$ cat src/rtl/ipi_pkg.sv
package ipi_pkg;

    localparam int DEST_W = 8;
    localparam int ESR_W  = 8;

    // Error status bit positions (software decodes these)
    localparam int ESR_SEND_CSUM  = 0;
    localparam int ESR_RECV_CSUM  = 1;
    localparam int ESR_SEND_ACC   = 2;
    localparam int ESR_RECV_ACC   = 3;
    localparam int ESR_SEND_ILLV  = 5;
    localparam int ESR_RECV_ILLV  = 6;
    localparam int ESR_ILL_ADDR   = 7;

    // Delivery mode codes
    localparam logic [2:0] DM_FIXED   = 3'd0;
    localparam logic [2:0] DM_LOWEST  = 3'd1;
    localparam logic [2:0] DM_NMI     = 3'd4;
    localparam logic [2:0] DM_INIT    = 3'd5;
    localparam logic [2:0] DM_STARTUP = 3'd6;

    // Shorthand codes
    localparam logic [1:0] SH_NONE     = 2'd0;
    localparam logic [1:0] SH_SELF     = 2'd1;
    localparam logic [1:0] SH_ALL_INCL = 2'd2;
    localparam logic [1:0] SH_ALL_EXCL = 2'd3;

    typedef struct packed {
        logic [1:0] shorthand;
        logic       level_trig;
        logic       assert_lvl;
        logic       logical;
        logic [2:0] mode;
        logic [7:0] vector;
    } cmd_fields_t;

    typedef struct packed {
        logic [DEST_W-1:0] dest;
        cmd_fields_t       fields;
    } ipi_msg_t;

    function automatic cmd_fields_t unpack_low(input logic [31:0] w);
        cmd_fields_t f;
        f.vector     = w[7:0];
        f.mode       = w[10:8];
        f.logical    = w[11];
        f.assert_lvl = w[14];
        f.level_trig = w[15];
        f.shorthand  = w[19:18];
        return f;
    endfunction

    function automatic logic [31:0] pack_low(input cmd_fields_t f, input logic busy);
        logic [31:0] w;
        w        = '0;
        w[7:0]   = f.vector;
        w[10:8]  = f.mode;
        w[11]    = f.logical;
        w[12]    = busy;
        w[14]    = f.assert_lvl;
        w[15]    = f.level_trig;
        w[19:18] = f.shorthand;
        return w;
    endfunction

endpackage

$ cat src/rtl/ipi_reg_decode.sv
module ipi_reg_decode #(
    parameter int ADDR_W = 4,
    parameter int OFF_LO  = 0,
    parameter int OFF_HI  = 1,
    parameter int OFF_ERR = 2
) (
    input  logic              en,
    input  logic              we,
    input  logic [ADDR_W-1:0] addr,
    output logic              hit_lo,
    output logic              hit_hi,
    output logic              hit_err,
    output logic              wr_lo,
    output logic              wr_hi,
    output logic              wr_err,
    output logic              bad_access
);

    localparam logic [ADDR_W-1:0] A_LO  = ADDR_W'(OFF_LO);
    localparam logic [ADDR_W-1:0] A_HI  = ADDR_W'(OFF_HI);
    localparam logic [ADDR_W-1:0] A_ERR = ADDR_W'(OFF_ERR);

    always_comb begin
        hit_lo     = en && (addr == A_LO);
        hit_hi     = en && (addr == A_HI);
        hit_err    = en && (addr == A_ERR);
        wr_lo      = hit_lo  && we;
        wr_hi      = hit_hi  && we;
        wr_err     = hit_err && we;
        bad_access = en && !(hit_lo || hit_hi || hit_err);
    end

endmodule

$ cat src/rtl/ipi_launch.sv
module ipi_launch
    import ipi_pkg::*;
#(
    parameter int MIN_VECTOR = 16
) (
    input  logic        clk,
    input  logic        rst_n,
    input  logic        wr_lo,
    input  logic        wr_hi,
    input  logic [31:0] wdata,
    input  logic        ack,
    input  logic        nack,
    output cmd_fields_t low_q,
    output logic [DEST_W-1:0] dest_q,
    output logic        busy_q,
    output ipi_msg_t    msg_q,
    output logic        illegal_vec,
    output logic        rejected
);

    localparam logic [7:0] VEC_FLOOR = 8'(MIN_VECTOR);

    typedef struct packed {
        cmd_fields_t       low;
        logic [DEST_W-1:0] dest;
        logic              busy;
        ipi_msg_t          msg;
    } launch_state_t;

    launch_state_t st_d, st_q;
    cmd_fields_t   wfields;
    logic          unused_wbits;

    assign unused_wbits = ^{wdata[23:20], wdata[17:16], wdata[13:12]};

    always_comb begin
        st_d        = st_q;
        wfields     = unpack_low(wdata);
        illegal_vec = wr_lo && !st_q.busy && (wfields.vector < VEC_FLOOR);
        rejected    = st_q.busy && nack;

        if (wr_hi) begin
            st_d.dest = wdata[31:24];
        end

        if (wr_lo && !st_q.busy) begin
            st_d.low = wfields;
            if (!illegal_vec) begin
                st_d.busy       = 1'b1;
                st_d.msg.fields = wfields;
                st_d.msg.dest   = st_q.dest;
            end
        end

        if (st_q.busy && (ack || nack)) begin
            st_d.busy = 1'b0;
        end
    end

    always_ff @(posedge clk) begin
        if (!rst_n) begin
            st_q <= '0;
        end else begin
            st_q <= st_d;
        end
    end

    assign low_q  = st_q.low;
    assign dest_q = st_q.dest;
    assign busy_q = st_q.busy;
    assign msg_q  = st_q.msg;

endmodule

$ cat src/rtl/ipi_err_latch.sv
module ipi_err_latch
    import ipi_pkg::*;
(
    input  logic             clk,
    input  logic             rst_n,
    input  logic [ESR_W-1:0] set_bits,
    input  logic             clr,
    output logic [ESR_W-1:0] esr_q
);

    typedef struct packed {
        logic [ESR_W-1:0] bits;
    } err_state_t;

    err_state_t st_d, st_q;

    always_comb begin
        st_d = st_q;
        if (clr) begin
            st_d.bits = '0;
        end
        // A cause arriving with the clear survives it
        st_d.bits = st_d.bits | set_bits;
    end

    always_ff @(posedge clk) begin
        if (!rst_n) begin
            st_q <= '0;
        end else begin
            st_q <= st_d;
        end
    end

    assign esr_q = st_q.bits;

endmodule

$ cat src/rtl/ipi_cmd_regs.sv
module ipi_cmd_regs
    import ipi_pkg::*;
#(
    parameter int ADDR_W     = 4,
    parameter int OFF_LO     = 0,
    parameter int OFF_HI     = 1,
    parameter int OFF_ERR    = 2,
    parameter int MIN_VECTOR = 16
) (
    input  logic              clk,
    input  logic              rst_n,
    input  logic              reg_en,
    input  logic              reg_we,
    input  logic [ADDR_W-1:0] reg_addr,
    input  logic [31:0]       reg_wdata,
    output logic [31:0]       reg_rdata,
    output logic              msg_valid,
    output logic [7:0]        msg_vector,
    output logic [2:0]        msg_mode,
    output logic              msg_logical,
    output logic              msg_assert,
    output logic              msg_level_trig,
    output logic [1:0]        msg_shorthand,
    output logic [7:0]        msg_dest,
    input  logic              msg_ack,
    input  logic              msg_nack
);

    logic hit_lo, hit_hi, hit_err;
    logic wr_lo, wr_hi, wr_err, bad_access;

    cmd_fields_t       low_q;
    logic [DEST_W-1:0] dest_q;
    logic              busy_q;
    ipi_msg_t          msg_q;
    logic              illegal_vec, rejected;

    logic [ESR_W-1:0]  err_set;
    logic [ESR_W-1:0]  esr_q;

    ipi_reg_decode #(
        .ADDR_W (ADDR_W),
        .OFF_LO (OFF_LO),
        .OFF_HI (OFF_HI),
        .OFF_ERR(OFF_ERR)
    ) u_decode (
        .en        (reg_en),
        .we        (reg_we),
        .addr      (reg_addr),
        .hit_lo    (hit_lo),
        .hit_hi    (hit_hi),
        .hit_err   (hit_err),
        .wr_lo     (wr_lo),
        .wr_hi     (wr_hi),
        .wr_err    (wr_err),
        .bad_access(bad_access)
    );

    ipi_launch #(
        .MIN_VECTOR(MIN_VECTOR)
    ) u_launch (
        .clk        (clk),
        .rst_n      (rst_n),
        .wr_lo      (wr_lo),
        .wr_hi      (wr_hi),
        .wdata      (reg_wdata),
        .ack        (msg_ack),
        .nack       (msg_nack),
        .low_q      (low_q),
        .dest_q     (dest_q),
        .busy_q     (busy_q),
        .msg_q      (msg_q),
        .illegal_vec(illegal_vec),
        .rejected   (rejected)
    );

    always_comb begin
        err_set                = '0;
        err_set[ESR_SEND_ACC]  = rejected;
        err_set[ESR_SEND_ILLV] = illegal_vec;
        err_set[ESR_ILL_ADDR]  = bad_access;
    end

    ipi_err_latch u_err (
        .clk     (clk),
        .rst_n   (rst_n),
        .set_bits(err_set),
        .clr     (wr_err),
        .esr_q   (esr_q)
    );

    always_comb begin
        reg_rdata = '0;
        if (hit_lo) begin
            reg_rdata = pack_low(low_q, busy_q);
        end else if (hit_hi) begin
            reg_rdata[31:24] = dest_q;
        end else if (hit_err) begin
            reg_rdata[ESR_W-1:0] = esr_q;
        end
    end

    assign msg_valid      = busy_q;
    assign msg_vector     = msg_q.fields.vector;
    assign msg_mode       = msg_q.fields.mode;
    assign msg_logical    = msg_q.fields.logical;
    assign msg_assert     = msg_q.fields.assert_lvl;
    assign msg_level_trig = msg_q.fields.level_trig;
    assign msg_shorthand  = msg_q.fields.shorthand;
    assign msg_dest       = msg_q.dest;

endmodule

$ cat config.mk
export PLATFORM = sky130hd
export DESIGN_NAME = ipi_cmd_regs
export DESIGN_NICKNAME = d
export VERILOG_FILES = /design/src/rtl/ipi_pkg.sv /design/src/rtl/ipi_reg_decode.sv /design/src/rtl/ipi_launch.sv /design/src/rtl/ipi_err_latch.sv /design/src/rtl/ipi_cmd_regs.sv
export SDC_FILE = /design/constraint.sdc
export NUM_CORES = 1
export LEC_CHECK = 0
export BUFFER_PORTS_ARGS = -buffer_cell sky130_fd_sc_hd__buf_2
export CAP_MARGIN = 20
export CORE_UTILIZATION = 46
export CTS_BUF_LIST = sky130_fd_sc_hd__clkbuf_8 sky130_fd_sc_hd__clkbuf_16
export CTS_CLUSTER_DIAMETER = 120
export DETAILED_ROUTE_END_ITERATION = 12
export HOLD_SLACK_MARGIN = 0.02
export PLACE_DENSITY = 0.82
export SYNTH_ARGS = -nofsm -noshare
export SYNTH_HDL_FRONTEND = slang
export SYNTH_SLANG_ARGS = --single-unit
$ cat constraint.sdc
create_clock -name clk -period 2.2 [get_ports clk]
set_input_delay 0.33 -clock clk [delete_from_list [all_inputs] [get_ports clk]]
set_output_delay 0.33 -clock clk [all_outputs]
set_load 0.02 [all_outputs]
==> results of run 1 <==
## Yosys cell counts, drive strengths merged, types with 2 or more instances
cell and instances:
nor2 3, nor3b 4, mux2i 31, or3b 2
clkbuf 14, o21ai 18, dfxtp 52, nor3 3
a21oi 20, nand3 17, and2 22, nand2 51
o31ai 3, buf 13
## worst min-delay path: stages
cell and delay [ns]:
buf_2 0.10, nand2_1 0.04, mux2i_1 0.05
## metrics by stage
stage	std cells	area, sq um	util [%]	setup slack (ns)	power [mW]
floorplan	270	2320	-	0.339	1.06
global placement	406	2790	58.6	0.210	1.11
detailed placement	406	2790	58.6	0.214	1.11
CTS	414	2900	60.9	0.201	1.75
global route	414	2900	60.9	0.0824	1.80
finish	414	2900	60.9	0.184	1.74
## registers in the layout (all words and copies together), names as in the netlist
| signal | flops |
|---|---|
| u_launch.low_q | 16 |
| u_launch.dest_q | 8 |
| u_launch.msg_q | 24 |
| u_err.esr_q | 3 |
| u_launch.busy_q | 1 |
## area by class of cell
class                   instances  area (sq um)  share of cell area (%)
clock buffers                   5          68.8                    2.37
clock inverters                 3          42.5                    1.47
inverters                       1          3.75                   0.130
multi-input cells             190          1130                    39.1
flip-flops and latches         52          1040                    35.9
well taps                      67          83.8                    2.89
repair buffers                 96           526                    18.1
## per-layer routing
metal	wire [um]	part of all wire, %	GRT usage [%]	vias to the layer above
li1	-	-	-	1046
met1	2440	45	27.6	945
met2	2660	49	36.8	70
met3	336	6.2	4.42	4
met4	27	0.50	3.92	0
met5	0	0	0	-
## worst paths after layout
path | cells past startpoint | start | endpoint
max reg2reg | 4 | u_launch.busy_q$_SDFFE_PP0P_ | u_launch.msg_q[20]$_SDFFE_PN0P_
max | 6 | reg_addr[3] | reg_rdata[19]
min | 3 | reg_wdata[27] | u_launch.dest_q[3]$_SDFFE_PN0P_
min reg2reg | 2 | u_launch.msg_q[10]$_SDFFE_PN0P_ | u_launch.msg_q[10]$_SDFFE_PN0P_
## cell families (layout without fill, tap and decap cells)
group / after synthesis / count (layout) / synth area share (%)
other cells: 1 / 7 / 0.163
compound gates: 44 / 44 / 10.2
buf+inv: 28 / 105 / 6.52
mux: 31 / 31 / 13.5
simple gates: 108 / 108 / 24.4
flops: 52 / 52 / 45.2
## power by group
part / switching (mW) / internal (mW)
combinational: 0.0881 / 0.0502
clock: 0.309 / 0.337
sequential: 0.00352 / 0.947
total: 0.401 / 1.33
==> results.md, run 1 <==
* Initial antenna violation count at 0
* Sequential area share after synthesis at 45.2%
* CTS resizes at 0
* Post-Synthesis Mean Instance Area at 8.72 sq um
* H-tree level count at 2
* F_max at 0.496 GHz
* Clock transition at path regs at 0.10 ns
* DP HPWL at 3.97 mm
* Final min period at 2.02 ns
* Top cell type by total area after synthesis: dfxtp_1
* N_diodes at 0
* Power per standard cell area at 599 nW/um^2
* Yosys warning total at 0
* Fill cell count at 445
* Final Setup Violations at 0
* Post-route DRC at 0
* Pin count of the biggest net entering global routing at 32
* Overflow after GRT at 0
* Final #Nets at 388
* Yosys cell types at 30
* Tightest Pin Transition at 0.653 ns
* Layout cells sized above 1 at 31.4%
* CP top delay family: simple AND/OR/NAND/NOR gates
* DRT Pass-1 Iters at 4
* Crit-path max cell delay at 0.48 ns
* Period utilization at 91.6%
* Synth Flop Type: dfxtp_1
* Post-Syn Instances at 264
* Leak Pwr at 1.32 nW
* Worst hold-check path type: in2reg
* Reg-to-reg slack, setup at 0.62 ns
* Synthesis-stage register bit count at 52
* Die Wd at 72.7 um
* TritonCTS clock tree: yes
* Starting Density at 48.4%
* DIE AREA at 5290 sq um
* Slew Limit Fails at 0
* # IOs at 99
* Top post-synthesis cells by area: dfxtp_1, mux2i_1, nand2_1, and2_1, a21oi_1
* Max-cap viol count at 0
* Initial drt markers at 134
* P&R area growth vs syn at 25.9%
* Post-cts hold buffer count at 0
* Clock skew at 0.0117 ns
* RSZ-0062 raised after global routing: no
* WS Path Type: in2out
* Via Count at 2065
* Hold Slack at 0.256 ns
* Area share of the largest cell type after synthesis at 45.2%
* Vias in the first global route at 1903
* CTS Buffer Depth at 2
* Die height at 72.7 um
* Slowest CP cell: or3b_2
* Post-Route Setup TNS at 0 ns
* Most frequent CP cell: buf_2
* Outcome: complete, no violations
* Post-CTS Setup Inserts at 0
* Number of cell rows at 25
* Critical Path RT at 1.87 ns
* Commonest non-fill, non-tap cell in the layout: buf_2
* Post-Syn Area at 2300 sq um
* CTS Sinks at 52
* Root buf cell: clkbuf_8
* Endpoints failing hold at 0
* Slew headroom at 56.4%
* Post-detailed-route via-to-cell ratio at 4.99
* Global Route Usage Sum at 21.2%
* Commonest non-fill, non-tap cells in the layout: buf_2, dfxtp_1, nand2_1
* Worst path cell trace: buf_2, or3b_2, nor3_1, buf_4, and2_1, buf_2
* Critical path peak fanout at 10
* EDFF count, synth at 0
* WL final at 5.45 mm
* Crit end category: primary output
* Final GP Congestion at 0.879
* IO buf count at 83
* Core Footprint at 4750 sq um
* Async S/R FF share, synth at 0%
* Skew-Pair Late Insertion Delay at 0.30 ns
* Buf/Inv on CP at 3
* Crit path launch type: input pin
* CTS Buf Count at 5
* Final antenna-violating net count at 0
* Critical path arrival at 1.69 ns
* First-pass GRT wire length at 8.71 mm
* Max rail drop VDD at 0.421 mV
* Drt wl/cell at 13.2 um
No activity file was read; power rests on OpenSTA's default activity.
==> run 2, diff against run 1 <==
Settings changed: CTS_BUF_LIST sky130_fd_sc_hd__clkbuf_8 sky130_fd_sc_hd__clkbuf_16 to not set, RECOVER_POWER set to 50.
==> results.md, run 2 (synthesis results as in run 1) <==
* Leak Pwr at 1.19 nW
* Post-CTS Setup Inserts at 0
* CTS resizes at 0
* Initial drt markers at 115
* CTS Buf Count at 5
* WS Path Type: in2out
* Final design utilization at 59.9%
* Overflow after GRT at 0
* Skew-Pair Late Insertion Delay at 0.30 ns
* Outcome: complete, no violations
* WL final at 5.40 mm
* Clock skew at 0.0108 ns
* Layout cells sized above 1 at 22.8%
* Final antenna-violating net count at 0
* Period utilization at 91.4%
* Initial antenna violation count at 0
* Final GP Congestion at 0.879
* H-tree level count at 2
* Starting Density at 48.4%
* RSZ-0062 raised after global routing: no
* Tightest Pin Transition at 1.18 ns
* Crit end category: primary output
* Die Wd at 72.7 um
* Endpoints failing hold at 0
* Final Setup Violations at 0
* # IOs at 99
* P&R area growth vs syn at 23.9%
* Multi-input gate area at 1130 sq um
* Fill cell count at 453
* Vias in the first global route at 1903
* First-pass GRT wire length at 8.71 mm
* TritonCTS clock tree: yes
* Power per standard cell area at 606 nW/um^2
* Slew Limit Fails at 0
* Max rail drop VDD at 0.417 mV
* Commonest non-fill, non-tap cell in the layout: buf_2
* Via Count at 2068
* Max FFs per register at 24
* Crit path launch type: input pin
* DRT Pass-1 Iters at 4
* Max-cap viol count at 0
* Number of cell rows at 25
* Commonest non-fill, non-tap cells in the layout: buf_2, dfxtp_1, nand2_1
* Sequential cell area at 1040 sq um
* Slew headroom at 21.6%
* Clock transition at path regs at 0.10 ns
* Drt wl/cell at 13.1 um
* CTS Sinks at 52
* Die height at 72.7 um
* Final #Nets at 388
* DIE AREA at 5290 sq um
* DP HPWL at 3.97 mm
* Post-Route Setup TNS at 0 ns
* Worst hold-check path type: in2reg
* Post-route DRC at 0
* Worst hold path depth at 3
* Critical path peak fanout at 8
* Post-detailed-route via-to-cell ratio at 5.00
* Critical Path RT at 1.87 ns
* Core Footprint at 4750 sq um
* Global Route Usage Sum at 21.2%
* Critical path arrival at 1.68 ns
* Final min period at 2.01 ns
* N_diodes at 0
* CTS Buffer Depth at 2
* Worst R2R Path Depth at 4
* Post-cts hold buffer count at 0
* F_max at 0.497 GHz
* Root buf cell: clkbuf_8
* Pin count of the biggest net entering global routing at 32
* IO buf count at 83
[run 2: cell types whose count changed in the layout (fill, tap and decap cells not counted), sizes merged]
cell | before | now
buf | 96 | 66
clkbuf | 5 | 35
[run 2: final timing paths]
kind	start	to	slack (ns)
worst max register to register	u_launch.busy_q$_SDFFE_PP0P_	u_launch.msg_q[6]$_SDFFE_PN0P_	0.47
worst max-delay path	reg_addr[3]	reg_rdata[26]	0.19
worst min-delay path	reg_wdata[27]	u_launch.dest_q[3]$_SDFFE_PN0P_	0.26
worst min register to register	u_launch.msg_q[10]$_SDFFE_PN0P_	u_launch.msg_q[10]$_SDFFE_PN0P_	0.46
[run 2: critical path, stage by stage]
cell     delay, ns
buf_2         0.13
or3b_2        0.48
nor3b_1       0.23
buf_4         0.20
and2_1        0.14
buf_2         0.16
[run 2: power by group]
| part | total [mW] | switching [mW] | internal [mW] |
|---|---|---|---|
| Sequential | 0.951 | 0.00356 | 0.947 |
| Clock | 0.643 | 0.306 | 0.337 |
| Combinational | 0.135 | 0.0877 | 0.0469 |
[run 2: per-stage QoR]
stage | hold WS [ns] | instances | total power [mW] | setup slack, ns | cell area (sq um)
floorplan | 0.436 | 270 | 1.06 | 0.339 | 2320
global placement | 0.439 | 406 | 1.11 | 0.210 | 2790
detailed placement | 0.447 | 406 | 1.11 | 0.214 | 2790
CTS | 0.253 | 414 | 1.75 | 0.201 | 2900
global route | 0.256 | 414 | 1.80 | 0.0824 | 2850
finish | 0.261 | 414 | 1.73 | 0.190 | 2850
[run 2: layout make-up]
| cell class | instances | area share (%) |
|---|---|---|
| multi-input cells | 190 | 39.7 |
| clock buffers | 5 | 2.41 |
| flip-flops and latches | 52 | 36.5 |
| repair buffers | 96 | 16.8 |
| well taps | 67 | 2.94 |
| inverters | 1 | 0.132 |
| clock inverters | 3 | 1.49 |
[run 2: routing by layer]
layer	track usage (%)	vias to the layer above	part of all wire, %
li1	-	1048	-
met1	27.6	946	45
met2	36.8	72	49
met3	4.42	2	5.7
met4	3.92	0	0.35
met5	0	-	0
